File: src/rtl/ftt_pkg.sv
package ftt_pkg;
  localparam int unsigned NUM_RAILS = 2;
  localparam int unsigned RAIL_F    = 0;
  localparam int unsigned RAIL_T    = 1;

  typedef enum logic [0:0] {
    ST_READY = 1'b0,
    ST_DRAIN = 1'b1
  } ftt_state_e;
endpackage

File: src/rtl/ftt_rail_reg.sv
module ftt_rail_reg (
  input  logic clk_i,
  input  logic rst_ni,
  input  logic fire_i,
  input  logic peer_i,
  input  logic ref_i,
  output logic rail_o
);
  // New level is the XNOR of peer rail and stored ack copy: flips parity off ref.
  always_ff @(posedge clk_i or negedge rst_ni) begin
    if (!rst_ni)     rail_o <= 1'b0;
    else if (fire_i) rail_o <= ~(peer_i ^ ref_i);
  end
endmodule

File: src/rtl/ftt_ctrl.sv
module ftt_ctrl
  import ftt_pkg::*;
(
  input  logic                 clk_i,
  input  logic                 rst_ni,
  input  logic [NUM_RAILS-1:0] rails_in_i,
  input  logic [NUM_RAILS-1:0] rails_out_i,
  input  logic                 ack_i,
  output logic [NUM_RAILS-1:0] fire_o,
  output logic                 ack_copy_o,
  output logic                 en_o
);
  ftt_state_e state_q, state_d;
  logic legal, neutral, acked;

  assign legal   = $onehot(rails_in_i);
  assign neutral = (rails_in_i == '0);
  assign acked   = (ack_i == ^rails_out_i);
  assign en_o    = (state_q == ST_READY);
  assign fire_o  = (en_o && legal) ? rails_in_i : '0;

  always_comb begin
    state_d = state_q;
    unique case (state_q)
      ST_READY: if (|fire_o)          state_d = ST_DRAIN;
      ST_DRAIN: if (neutral && acked) state_d = ST_READY;
      default:                        state_d = ST_READY;
    endcase
  end

  always_ff @(posedge clk_i or negedge rst_ni) begin
    if (!rst_ni) begin
      state_q    <= ST_READY;
      ack_copy_o <= 1'b0;
    end else begin
      state_q <= state_d;
      if (state_q == ST_DRAIN && neutral && acked) ack_copy_o <= ack_i;
    end
  end
endmodule

File: src/rtl/ftt_err.sv
module ftt_err
  import ftt_pkg::*;
(
  input  logic                 clk_i,
  input  logic                 rst_ni,
  input  logic [NUM_RAILS-1:0] rails_in_i,
  output logic                 err_o
);
  always_ff @(posedge clk_i or negedge rst_ni) begin
    if (!rst_ni) err_o <= 1'b0;
    else         err_o <= ($countones(rails_in_i) > 1);
  end
endmodule

File: src/rtl/four_to_two_conv.sv
module four_to_two_conv
  import ftt_pkg::*;
(
  input  logic clk_i,
  input  logic rst_ni,
  input  logic in_f_i,
  input  logic in_t_i,
  output logic in_ack_o,
  output logic out_f_o,
  output logic out_t_o,
  input  logic out_ack_i,
  output logic err_o
);
  logic [NUM_RAILS-1:0] rails_in, rails_out, fire;
  logic ack_copy;

  assign rails_in[RAIL_F] = in_f_i;
  assign rails_in[RAIL_T] = in_t_i;

  ftt_ctrl u_ctrl (
    .clk_i      (clk_i),
    .rst_ni     (rst_ni),
    .rails_in_i (rails_in),
    .rails_out_i(rails_out),
    .ack_i      (out_ack_i),
    .fire_o     (fire),
    .ack_copy_o (ack_copy),
    .en_o       (in_ack_o)
  );

  for (genvar g = 0; g < NUM_RAILS; g++) begin : g_rail
    ftt_rail_reg u_rail (
      .clk_i (clk_i),
      .rst_ni(rst_ni),
      .fire_i(fire[g]),
      .peer_i(rails_out[NUM_RAILS-1-g]),
      .ref_i (ack_copy),
      .rail_o(rails_out[g])
    );
  end

  ftt_err u_err (
    .clk_i     (clk_i),
    .rst_ni    (rst_ni),
    .rails_in_i(rails_in),
    .err_o     (err_o)
  );

  assign out_f_o = rails_out[RAIL_F];
  assign out_t_o = rails_out[RAIL_T];
endmodule

File: config.mk
export PLATFORM = sky130hd
export DESIGN_NAME = four_to_two_conv
export DESIGN_NICKNAME = d
export VERILOG_FILES = /design/src/rtl/ftt_pkg.sv /design/src/rtl/ftt_rail_reg.sv /design/src/rtl/ftt_ctrl.sv /design/src/rtl/ftt_err.sv /design/src/rtl/four_to_two_conv.sv
export SDC_FILE = /design/constraint.sdc
export NUM_CORES = 1
export LEC_CHECK = 0
export BUFFER_PORTS_ARGS = -buffer_cell sky130_fd_sc_hd__buf_4
export CORE_AREA = 4 4 41 43
export CTS_CLUSTER_DIAMETER = 200
export DETAILED_ROUTE_END_ITERATION = 16
export DIE_AREA = 0 0 45 47
export HOLD_SLACK_MARGIN = 0.12
export SYNTH_ARGS = -nofsm -noshare
export SYNTH_HDL_FRONTEND = slang
export SYNTH_SLANG_ARGS = --single-unit
File: constraint.sdc
create_clock -name clk_i -period 1.3 [get_ports clk_i]
set_input_delay 0.13 -clock clk_i [delete_from_list [all_inputs] [get_ports clk_i]]
set_output_delay 0.13 -clock clk_i [all_outputs]
set_load 0.05 [all_outputs]
**Word level (Yosys, flattened, before mapping)**

Cells that the tools add are included.

- Bits in registers: 5
- Word-level logic and storage cells: 26
- Bits of input ports: 5

- Eq/ne operators: 2
- Add/sub/neg operators: 2
- Reductions and logical operators: 7
- Order comparisons: 1
- Bitwise operators: 5
- Muxes and demuxes: 4

Operator list:

| kind | number |
|---|---|
| $gt 32x2->1 const B | 1 |
| $add 1x1->2 | 2 |
| $logic_and 1x1->1 | 4 |
| $not 1->1 | 3 |
| $eq 2x1->1 const B | 1 |
| $logic_not 2->1 | 1 |
| $mux 1 | 2 |
| $mux 2 | 1 |
| $pmux 1 s2 | 1 |
| $reduce_or 2->1 | 1 |
| $reduce_xor 2->1 | 1 |
| $xor 1x1->1 | 2 |
| $eq 1x1->1 | 1 |

**Longest topological paths before layout**

Gate-level depths: netlist of the first run.

- Depth in word-level cells: 7
- Mapped depth: 5

**Cells and area by module**

A second synthesis of the first run with hierarchy kept.

- Cell total of the unflattened synthesis: 25
- Area total of the unflattened synthesis: 271.5 um^2

By module, submodules not included:

| module | cells an instance | area an instance (um^2) | times used |
|---|---|---|---|
| ftt_ctrl | 17 | 142.6 | 1 |
| ftt_rail_reg | 3 | 48.8 | 2 |
| ftt_err | 2 | 31.3 | 1 |

**Least setup slack after synthesis of the first run**

OpenSTA, ideal clock, no wires.

- Path kind: reg2reg
- From: register g_rail[1].u_rail.rail_o
- To: register u_ctrl.state_q
- Period minus slack after synthesis: 1230 ps
- Data arrival time: 1098 ps
- Required time: 1168 ps
- Path slack: 70 ps
- Cell stages (with the launch flop): 4
- Buffers on the path: 0
- Path through: dfrtp_1 > xnor2_1 > xor2_1 > a31oi_1

- Longest elaborated chain between the ends: 5

RTL lines:

| item | line | source |
|---|---|---|
| from (decl) | ftt_rail_reg.sv:7 | `output logic rail_o` |
| from (signal assigned) | ftt_rail_reg.sv:12 | `else if (fire_i) rail_o <= ~(peer_i ^ ref_i);` |
| $reduce_xor 2->1 | ftt_ctrl.sv:18 | `assign acked = (ack_i == ^rails_out_i);` |
| $eq 1x1->1 | ftt_ctrl.sv:18 |  |
| $logic_and 1x1->1 | ftt_ctrl.sv:26 | `ST_DRAIN: if (neutral && acked) state_d = ST_READY;` |
| $mux 1 | ftt_ctrl.sv:26 |  |
| $pmux 1 s2 | ftt_ctrl.sv:24 | `unique case (state_q)` |
| named net u_ctrl.state_d | ftt_ctrl.sv:13 | `ftt_state_e state_q, state_d;` |
| to (signal assigned) | ftt_ctrl.sv:36 | `state_q <= state_d;` |
| to (decl) | ftt_ctrl.sv:13 |  |

The timed path passes the listed nets, and every way through them passes these cells.
A chain may end at the register's enable or synchronous reset.

**Final worst setup path of the first run**

- From: register u_ctrl.state_q
- To: output in_ack_o

- Longest elaborated chain between the ends: 1

RTL lines:

| item | line | source |
|---|---|---|
| $not 1->1 | ftt_ctrl.sv:19 | `assign en_o = (state_q == ST_READY);` |
| to (decl) | four_to_two_conv.sv:8 | `output logic in_ack_o,` |

Every way passes these cells.

==> metrics.csv, run 1 <==
metric;value;unit
outcome;finished, final reports clean;
dr.first_iter.drc_count;1;
mostFrequentLayoutCells;buf_4 (8), dfrtp_1 (5);
htree_levels;1;
cts_resized;0;
cts_tree;built;
viasPerCell;4.056;
tightest_slew;0.2073;ns
critPathLaunchType;flop;
rows;13;
n_antenna_cell;0;
maxCapViolations;0;
r2r-start;g_rail[0].u_rail.rail_o;
cts_root_buffer;clkbuf_4;
ios;9;
dr.pass1.iters;2;
antenna_left;0;
numCtsBuffers;3;
period_needed;1.065;ns
coreArea;0.001301;sq mm
swShare;43.15;%
synth_xor_xnor_area_share;12.84;%
synthMuxAreaShare;8.257;%
power_frac_comb;48.5;%
grt_overflow;0;
reg2regPathDepth;3;
slowest_stage;dfrtp_1;
p_total;915.0;uW
pwr-share-seq;32.7;%
worstSkewPairLatency;0.24;ns
detail_route.wl_per_cell;9.389;microns
p_leak;0.0001851;uW
switching_power;394.8;uW
antenna_found_initial;0;
ctsHoldBuffers;1;
synthAdderAreaFrac;9.174;%
dp_slack;0.04222;ns
crit_type;flop to output port;
synth_area;272.8;sq um
synth-compound-area-share;11.01;%
dr_total_vias;219;
drv_slew;0;
setup_viol;0;
nNetsFinal;47;
synth_top_family_by_area;XOR/XNOR gates;
seq_area_frac_synth;45.87;%
grt_first_pass_wirelength;848;microns
fmax;938.7;MHz
die_area;0.002115;sq mm
rsz0062_at_grt;false;
final_util;29.81;%
start_util;20.96;%
syn_avg_cell_area;10.49;sq um
finalWorstSetupSlack;0.2347;ns
max_slew_margin;86.08;%
port_buffers;8;
synth_cells;26;
hold_viol_final;0;
hold_path.class;input pin to flop;
fp.dieW;45;microns
path_cells;inv_1 -> buf_4;
fin_setup_tns;0;ns
cts_sinks;5;
whs_path_depth;3;
wl;507;microns
hp-start;out_ack_i;
synth.distinct_cells;12;
synth_nets;33;
worstReg2RegEnd;u_ctrl.state_q;
intPower;520.2;uW
cpPeakStageDelay;0.43;ns
power_density;2359;mW/mm^2
cp.required;1.17;ns
min_to;u_ctrl.ack_copy_o;
die_y;47;microns
critPathMaxFanout;6;
fin_crit_sh;81.94;%
peakVddDrop;0.5734;mV
gp_congestion;0.6894;
grt_max_degree;7;
synth_warnings;0;
drc;0;
synth-simple-area-share;8.716;%
arrival;0.94;ns
r2r_slack;0.24;ns
drive_above_1_share;35.90;%
final.fill_count;146;
fin_hold_ws;0.1708;ns
dp_hpwl;421.2;microns
areaGrowthSynthToFinish;42.20;%
postCtsSetupBuffers;0;
fin_worst_skew;0.001541;ns
end_kind;output port;
clkTransAtPathRegs;0.04;ns
synth-seq-cells;5;
clkPwrFrac;18.8;%
cts_buffer_depth;2;
gr-usage-all-layers;5.952;%
grt_pass1_vias;239;
mostFrequentLayoutCell;buf_4;
[flip-flops by register name (all words and copies together), names as in the netlist]
name / flops
g_rail.u_rail.rail_o: 2
u_ctrl.ack_copy_o: 1
u_ctrl.state_q: 1
u_err.err_o: 1
[power by group through the flow]
stage | combinational (uW) | sequential (uW) | clock, uW
global placement | 440 | 300 | 0
global route | 475 | 317 | 187
finish | 444 | 299 | 172
detailed placement | 443 | 303 | 0
CTS | 449 | 300 | 181
floorplan | 221 | 398 | 0
[Yosys cell counts, drive strengths merged]
cell / instances / share of area, %
dfrtp: 5 / 46
inv: 3 / 4.1
nand2: 3 / 4.1
xnor2: 3 / 9.6
a31oi: 2 / 4.6
ha: 2 / 9.2
mux2: 2 / 8.3
o21ai: 2 / 3.7
nor2: 1 / 1.4
nor2b: 1 / 3.2
o21a: 1 / 2.8
xor2: 1 / 3.2
[logic make-up (layout without fill, tap and decap cells)]
family / after synthesis / count (layout)
xor gates and xnor gates: 4 / 4
buffers and inverters: 3 / 16
adders and majority gates: 2 / 2
muxes: 2 / 2
AOI/OAI and AO/OA: 5 / 5
and+or+nand+nor: 5 / 5
DFF: 5 / 5
[metrics by stage]
| step | instance area [sq um] | instances |
|---|---|---|
| finish | 387.9 | 54 |
| global route | 387.9 | 54 |
| CTS | 387.9 | 54 |
| detailed placement | 351.6 | 49 |
| global placement | 351.6 | 49 |
| floorplan | 272.8 | 26 |
[critical path: cells and delay by family (launching register included)]
family	cells	cell delay, ns
DFF	1	0.43
buffers and inverters	2	0.27
[cell type report]
| cell class | count | area (sq um) | share of cell area [%] |
|---|---|---|---|
| clock buffers | 4 | 26.28 | 6.774 |
| inverters | 3 | 11.26 | 2.903 |
| multi-input cells | 18 | 136.4 | 35.16 |
| flip-flops and latches | 5 | 125.1 | 32.26 |
| well taps | 15 | 18.77 | 4.839 |
| repair buffers | 9 | 70.07 | 18.06 |
[metal layers]
metal | global-route usage, % | wire length [microns] | up-vias
met1 | 6.221 | 228 | 99
met3 | 0.3831 | 42 | 0
met2 | 9.040 | 236 | 7
met4 | 8.772 | 0 | 0
met5 | 0 | 0 | -
li1 | - | - | 113
[worst max path at each step]
stage | from | slack, ns | to | depth (start not counted)
finish | u_ctrl.state_q | 0.23 | in_ack_o | 2
global route | g_rail[0].u_rail.rail_o | 0.19 | u_ctrl.state_q | 3
global placement | in_f_i | 0.06 | g_rail[1].u_rail.rail_o | 6
floorplan | g_rail[1].u_rail.rail_o | 0.07 | u_ctrl.state_q | 3
CTS | u_ctrl.state_q | 0.22 | in_ack_o | 2
detailed placement | in_f_i | 0.04 | g_rail[0].u_rail.rail_o | 6
No activity file was read; power rests on OpenSTA's default activity.
==> run 2, diff against run 1 <==
Clock period 1.3 ns to 1 ns, I/O delays scaled along.
==> run 2 against run 1 <==
Effect of this change: the flow now finishes with violations (setup timing); first-iteration DRC count down 100%; final cell count increased by 11%; register-to-register slack got worse by 0.30 ns; core utilization is 6.8 points higher; critical path depth rose by 2; non-clock buffer count is 6 higher; combinational power up 92%; clock skew hardly changed; worst hold slack worse by 0.052 ns; global-route usage grew 1.8 points; design area up 23%; critical path type is now flop to flop.
==> metrics.csv, run 2 (synthesis results as in run 1) <==
metric;value;unit
detail_route.wl_per_cell;10.13;microns
finalWorstSetupSlack;-0.06013;ns
numCtsBuffers;3;
r2r_slack;-0.06;ns
peakVddDrop;2.051;mV
nNetsFinal;53;
r2r-start;u_ctrl.state_q;
cp.required;1.12;ns
p_leak;0.0002263;uW
slowest_stage;dfrtp_1;
p_total;1493;uW
period_needed;1.060;ns
critPathMaxFanout;2;
pwr-share-seq;27.3;%
antenna_left;0;
start_util;20.96;%
max_slew_margin;88.26;%
cts_buffer_depth;2;
dp_hpwl;438.4;microns
htree_levels;1;
gr-usage-all-layers;7.765;%
antenna_found_initial;0;
swShare;40.19;%
worstReg2RegEnd;g_rail[1].u_rail.rail_o;
clkPwrFrac;15.8;%
critPathLaunchType;flop;
areaGrowthSynthToFinish;74.77;%
n_antenna_cell;0;
die_area;0.002115;sq mm
power_density;3133;mW/mm^2
die_y;47;microns
intPower;893.2;uW
grt_max_degree;6;
power_frac_comb;57.0;%
fin_hold_ws;0.1189;ns
crit_end;g_rail[1].u_rail.rail_o;
path_cells;buf_6 -> nor2b_4 -> nand2_1 -> mux2_2;
drc;0;
drv_slew;0;
end_kind;flop;
hold_viol_final;0;
fin_crit_sh;106.0;%
port_buffers;8;
hold_path.class;input pin to flop;
grt_pass1_vias;260;
cts_sinks;5;
mostFrequentLayoutCells;buf_4 (8), buf_6 (5), nand2_1 (3), clkbuf_4 (3), dfrtp_1 (3);
dr_total_vias;243;
violations;setup timing;
gp_congestion;0.6721;
switching_power;600.2;uW
viasPerCell;4.050;
maxCapViolations;0;
tightest_slew;0.1761;ns
wl;608;microns
crit_type;flop to flop;
regMostFlops;g_rail.u_rail.rail_o;
fin_worst_skew;0.001078;ns
setup_viol;4;
grt_first_pass_wirelength;1.048;mm
cts_root_buffer;clkbuf_4;
rsz0062_at_grt;true;
mostFrequentLayoutCell;buf_4;
worstSkewPairLatency;0.24;ns
coreArea;0.001301;sq mm
cpPeakStageDelay;0.39;ns
fmax;943.3;MHz
arrival;1.18;ns
cts_tree;built;
ios;9;
stdcell_count;60;
dp_cells;52;
dr.first_iter.drc_count;0;
grt_overflow;0;
dr.pass1.iters;1;
rows;13;
outcome;finished with violations;
fp.dieW;45;microns
reg2regPathDepth;4;
largest_reg_flops;2;
clkTransAtPathRegs;0.04;ns
drive_above_1_share;53.33;%
crit_path_start;u_ctrl.state_q;
run 2: worst min-delay path by stage:
stage | cells past startpoint | endpoint | start
5_1_grt | 3 | u_ctrl.ack_copy_o | out_ack_i
4_1_cts | 3 | u_ctrl.ack_copy_o | out_ack_i
3_3_place_gp | 1 | u_ctrl.state_q | rst_ni
2_1_floorplan | 0 | g_rail[0].u_rail.rail_o | rst_ni
3_5_place_dp | 1 | u_ctrl.state_q | rst_ni
6_report | 3 | u_ctrl.ack_copy_o | out_ack_i
run 2: power by group through the flow:
stage	Combinational (uW)	Clock (uW)	Sequential [uW]
final	851	235	407
after CTS	746	244	400
after floorplan	312	0	539
after global placement	634	0	402
after detailed placement	640	0	402
after global routing	907	274	425
run 2: metrics by stage:
step | setup WS (ns) | util [%] | setup TNS (ns) | area, sq um
after floorplan | -0.08838 | - | -0.2074 | 282.8
final | -0.06013 | 36.63 | -0.1672 | 476.7
after global routing | -0.1112 | 36.63 | -0.3511 | 476.7
after detailed placement | -0.1835 | 29.52 | -0.3643 | 384.1
after global placement | -0.1783 | 29.52 | -0.3524 | 384.1
after CTS | -0.05542 | 35.00 | -0.1555 | 455.4
run 2: what timing repair did:
item | CTS | global route
hold buffers | 1 | 0
setup endpoints to repair | 1 | 7
pin swaps | 2 | 3
endpoints found under the hold margin | 5 | 0
setup buffers | 2 | 1
resized for setup | 6 | 6
run 2: critical path, delay by kind of cell (launching register included):
family                 cells  cell delay, ns
buffers and inverters      1            0.13
DFF                        1            0.39
muxes                      1            0.26
and+or+nand+nor            2            0.16
run 2: cell type report:
class / instances / area [sq um]
clock buffer: 4 / 26.28
multi-input combinational: 18 / 148.9
sequential: 5 / 127.6
fill: 151 / 824.5
inverter: 3 / 13.76
timing repair buffer: 15 / 141.4
tap: 15 / 18.77
run 2: per-layer routing:
layer	global-route usage, %	up-vias	part of all wire, %
li1	-	122	-
met2	11.86	9	48
met4	3.509	0	0.99
met1	7.339	110	41
met3	6.897	2	9.9
met5	0	-	0
==> run 3, diff against run 2 <==
Settings changed: CORE_AREA 4 4 41 43 to 2 2 39 41, DIE_AREA 0 0 45 47 to 0 0 41 43.
==> run 3 against run 2 <==
Effect of this change: the flow still finishes with violations (setup timing); design area increased by 0.26%; critical path depth is the same; flip-flop and latch count unchanged.
==> metrics.csv, run 3 (synthesis results as in run 1) <==
metric;value;unit
antenna_left;0;
tightest_slew;0.2001;ns
dp_hpwl;459.8;microns
rsz0062_at_grt;true;
hold_viol_final;0;
outcome;finished with violations;
drv_slew;0;
rows;14;
gp_congestion;0.6493;
antenna_found_initial;0;
largest_reg_flops;2;
final_util;34.54;%
cts_root_buffer;clkbuf_4;
cts_buffer_depth;2;
critPathLaunchType;flop;
n_antenna_cell;0;
fin_area;478.0;sq um
areaGrowthSynthToFinish;75.23;%
viasPerCell;4.115;
setup_viol;4;
clkTransAtPathRegs;0.04;ns
cp.required;1.13;ns
peakVddDrop;1.697;mV
power_density;3177;mW/mm^2
arrival;1.19;ns
dr.pass1.iters;2;
mostFrequentLayoutCells;buf_4 (9), buf_6 (4), nand2_1 (3), clkbuf_4 (3), dfrtp_1 (3);
ios;9;
cts_tree;built;
crit_type;flop to flop;
dp_cells;53;
hold_path.class;input pin to flop;
grt_overflow;0;
die_y;43;microns
numCtsBuffers;3;
grt_max_degree;6;
fin_crit_sh;106.8;%
dr_total_vias;251;
die_area;0.001763;sq mm
nNetsFinal;53;
period_needed;1.068;ns
detail_route.wl_per_cell;10.08;microns
start_util;19.71;%
fmax;936.5;MHz
gr-usage-all-layers;9.586;%
dr.first_iter.drc_count;2;
fin_hold_ws;0.1138;ns
violations;setup timing;
max_slew_margin;86.60;%
critPathMaxFanout;2;
worstSkewPairLatency;0.24;ns
finalWorstSetupSlack;-0.06783;ns
stdcell_count;61;
maxCapViolations;0;
fp.dieW;41;microns
grt_pass1_vias;240;
post_dp_cell_area;385.4;sq um
mostFrequentLayoutCell;buf_4;
p_leak;0.0002253;uW
fin_worst_skew;0.0008253;ns
coreArea;0.001384;sq mm
htree_levels;1;
drc;0;
regMostFlops;g_rail.u_rail.rail_o;
grt_first_pass_wirelength;986;microns
wl;615;microns
drive_above_1_share;55.56;%
end_kind;flop;
cts_sinks;5;
port_buffers;8;
run 3: layout make-up:
type,count,area (sq um)
Timing Repair Buffer,15,137.6
Multi-Input combinational cell,18,152.6
Inverter,3,13.76
Tap cell,16,20.02
Sequential cell,5,127.6
Fill cell,154,905.9
Clock buffer,4,26.28
run 3: layer usage:
layer	wire length, microns	vias up	part of all wire, %	global-route usage (%)
met1	242	119	39	8.824
met3	39	2	6.3	6.283
met2	317	8	52	13.75
met5	0	-	0	0
met4	15	0	2.4	8.000
li1	-	122	-	-
run 3: worst max-delay path: stages (launching register included):
cell	delay [ns]
dfrtp_1	0.40
buf_6	0.13
nor2b_4	0.10
nand2_1	0.06
mux2_2	0.26
run 3: per-stage QoR:
step           setup WS (ns)  power, uW  setup TNS (ns)
2_1_floorplan       -0.08838      851.1         -0.2074
3_3_place_gp         -0.1792       1031         -0.3502
3_5_place_dp         -0.1929       1054         -0.4347
4_1_cts             -0.09426       1343         -0.2998
5_1_grt              -0.1001       1623         -0.3694
6_report            -0.06783       1518         -0.2342
run 3: worst paths after layout:
check                                         from                 endpoint  slack [ns]  cells after the start
setup / recovery                    u_ctrl.state_q  g_rail[0].u_rail.rail_o       -0.07                      4
hold / removal                           out_ack_i        u_ctrl.ack_copy_o        0.11                      3
setup reg to reg                    u_ctrl.state_q  g_rail[0].u_rail.rail_o       -0.07                      4
hold reg to reg            g_rail[1].u_rail.rail_o  g_rail[1].u_rail.rail_o        0.60                      1
max in group asynchronous                   rst_ni  g_rail[0].u_rail.rail_o        0.68                      2
min in group asynchronous                   rst_ni        u_ctrl.ack_copy_o        0.20                      2
run 3: timing repair:
action	CTS	global route
endpoints found under the setup margin	2	7
pin swaps	1	5
resized for setup	1	11
hold endpoints to repair	5	0
hold buffers	1	0
setup buffers	1	2
run 3: power by group:
group	total, uW	internal [uW]	leakage [uW]	switching [uW]
sequential	406	289	0.0000546	117
combinational	873	451	0.000156	422
clock	239	151	0.0000150	87.6
total	1520	891	0.000225	627
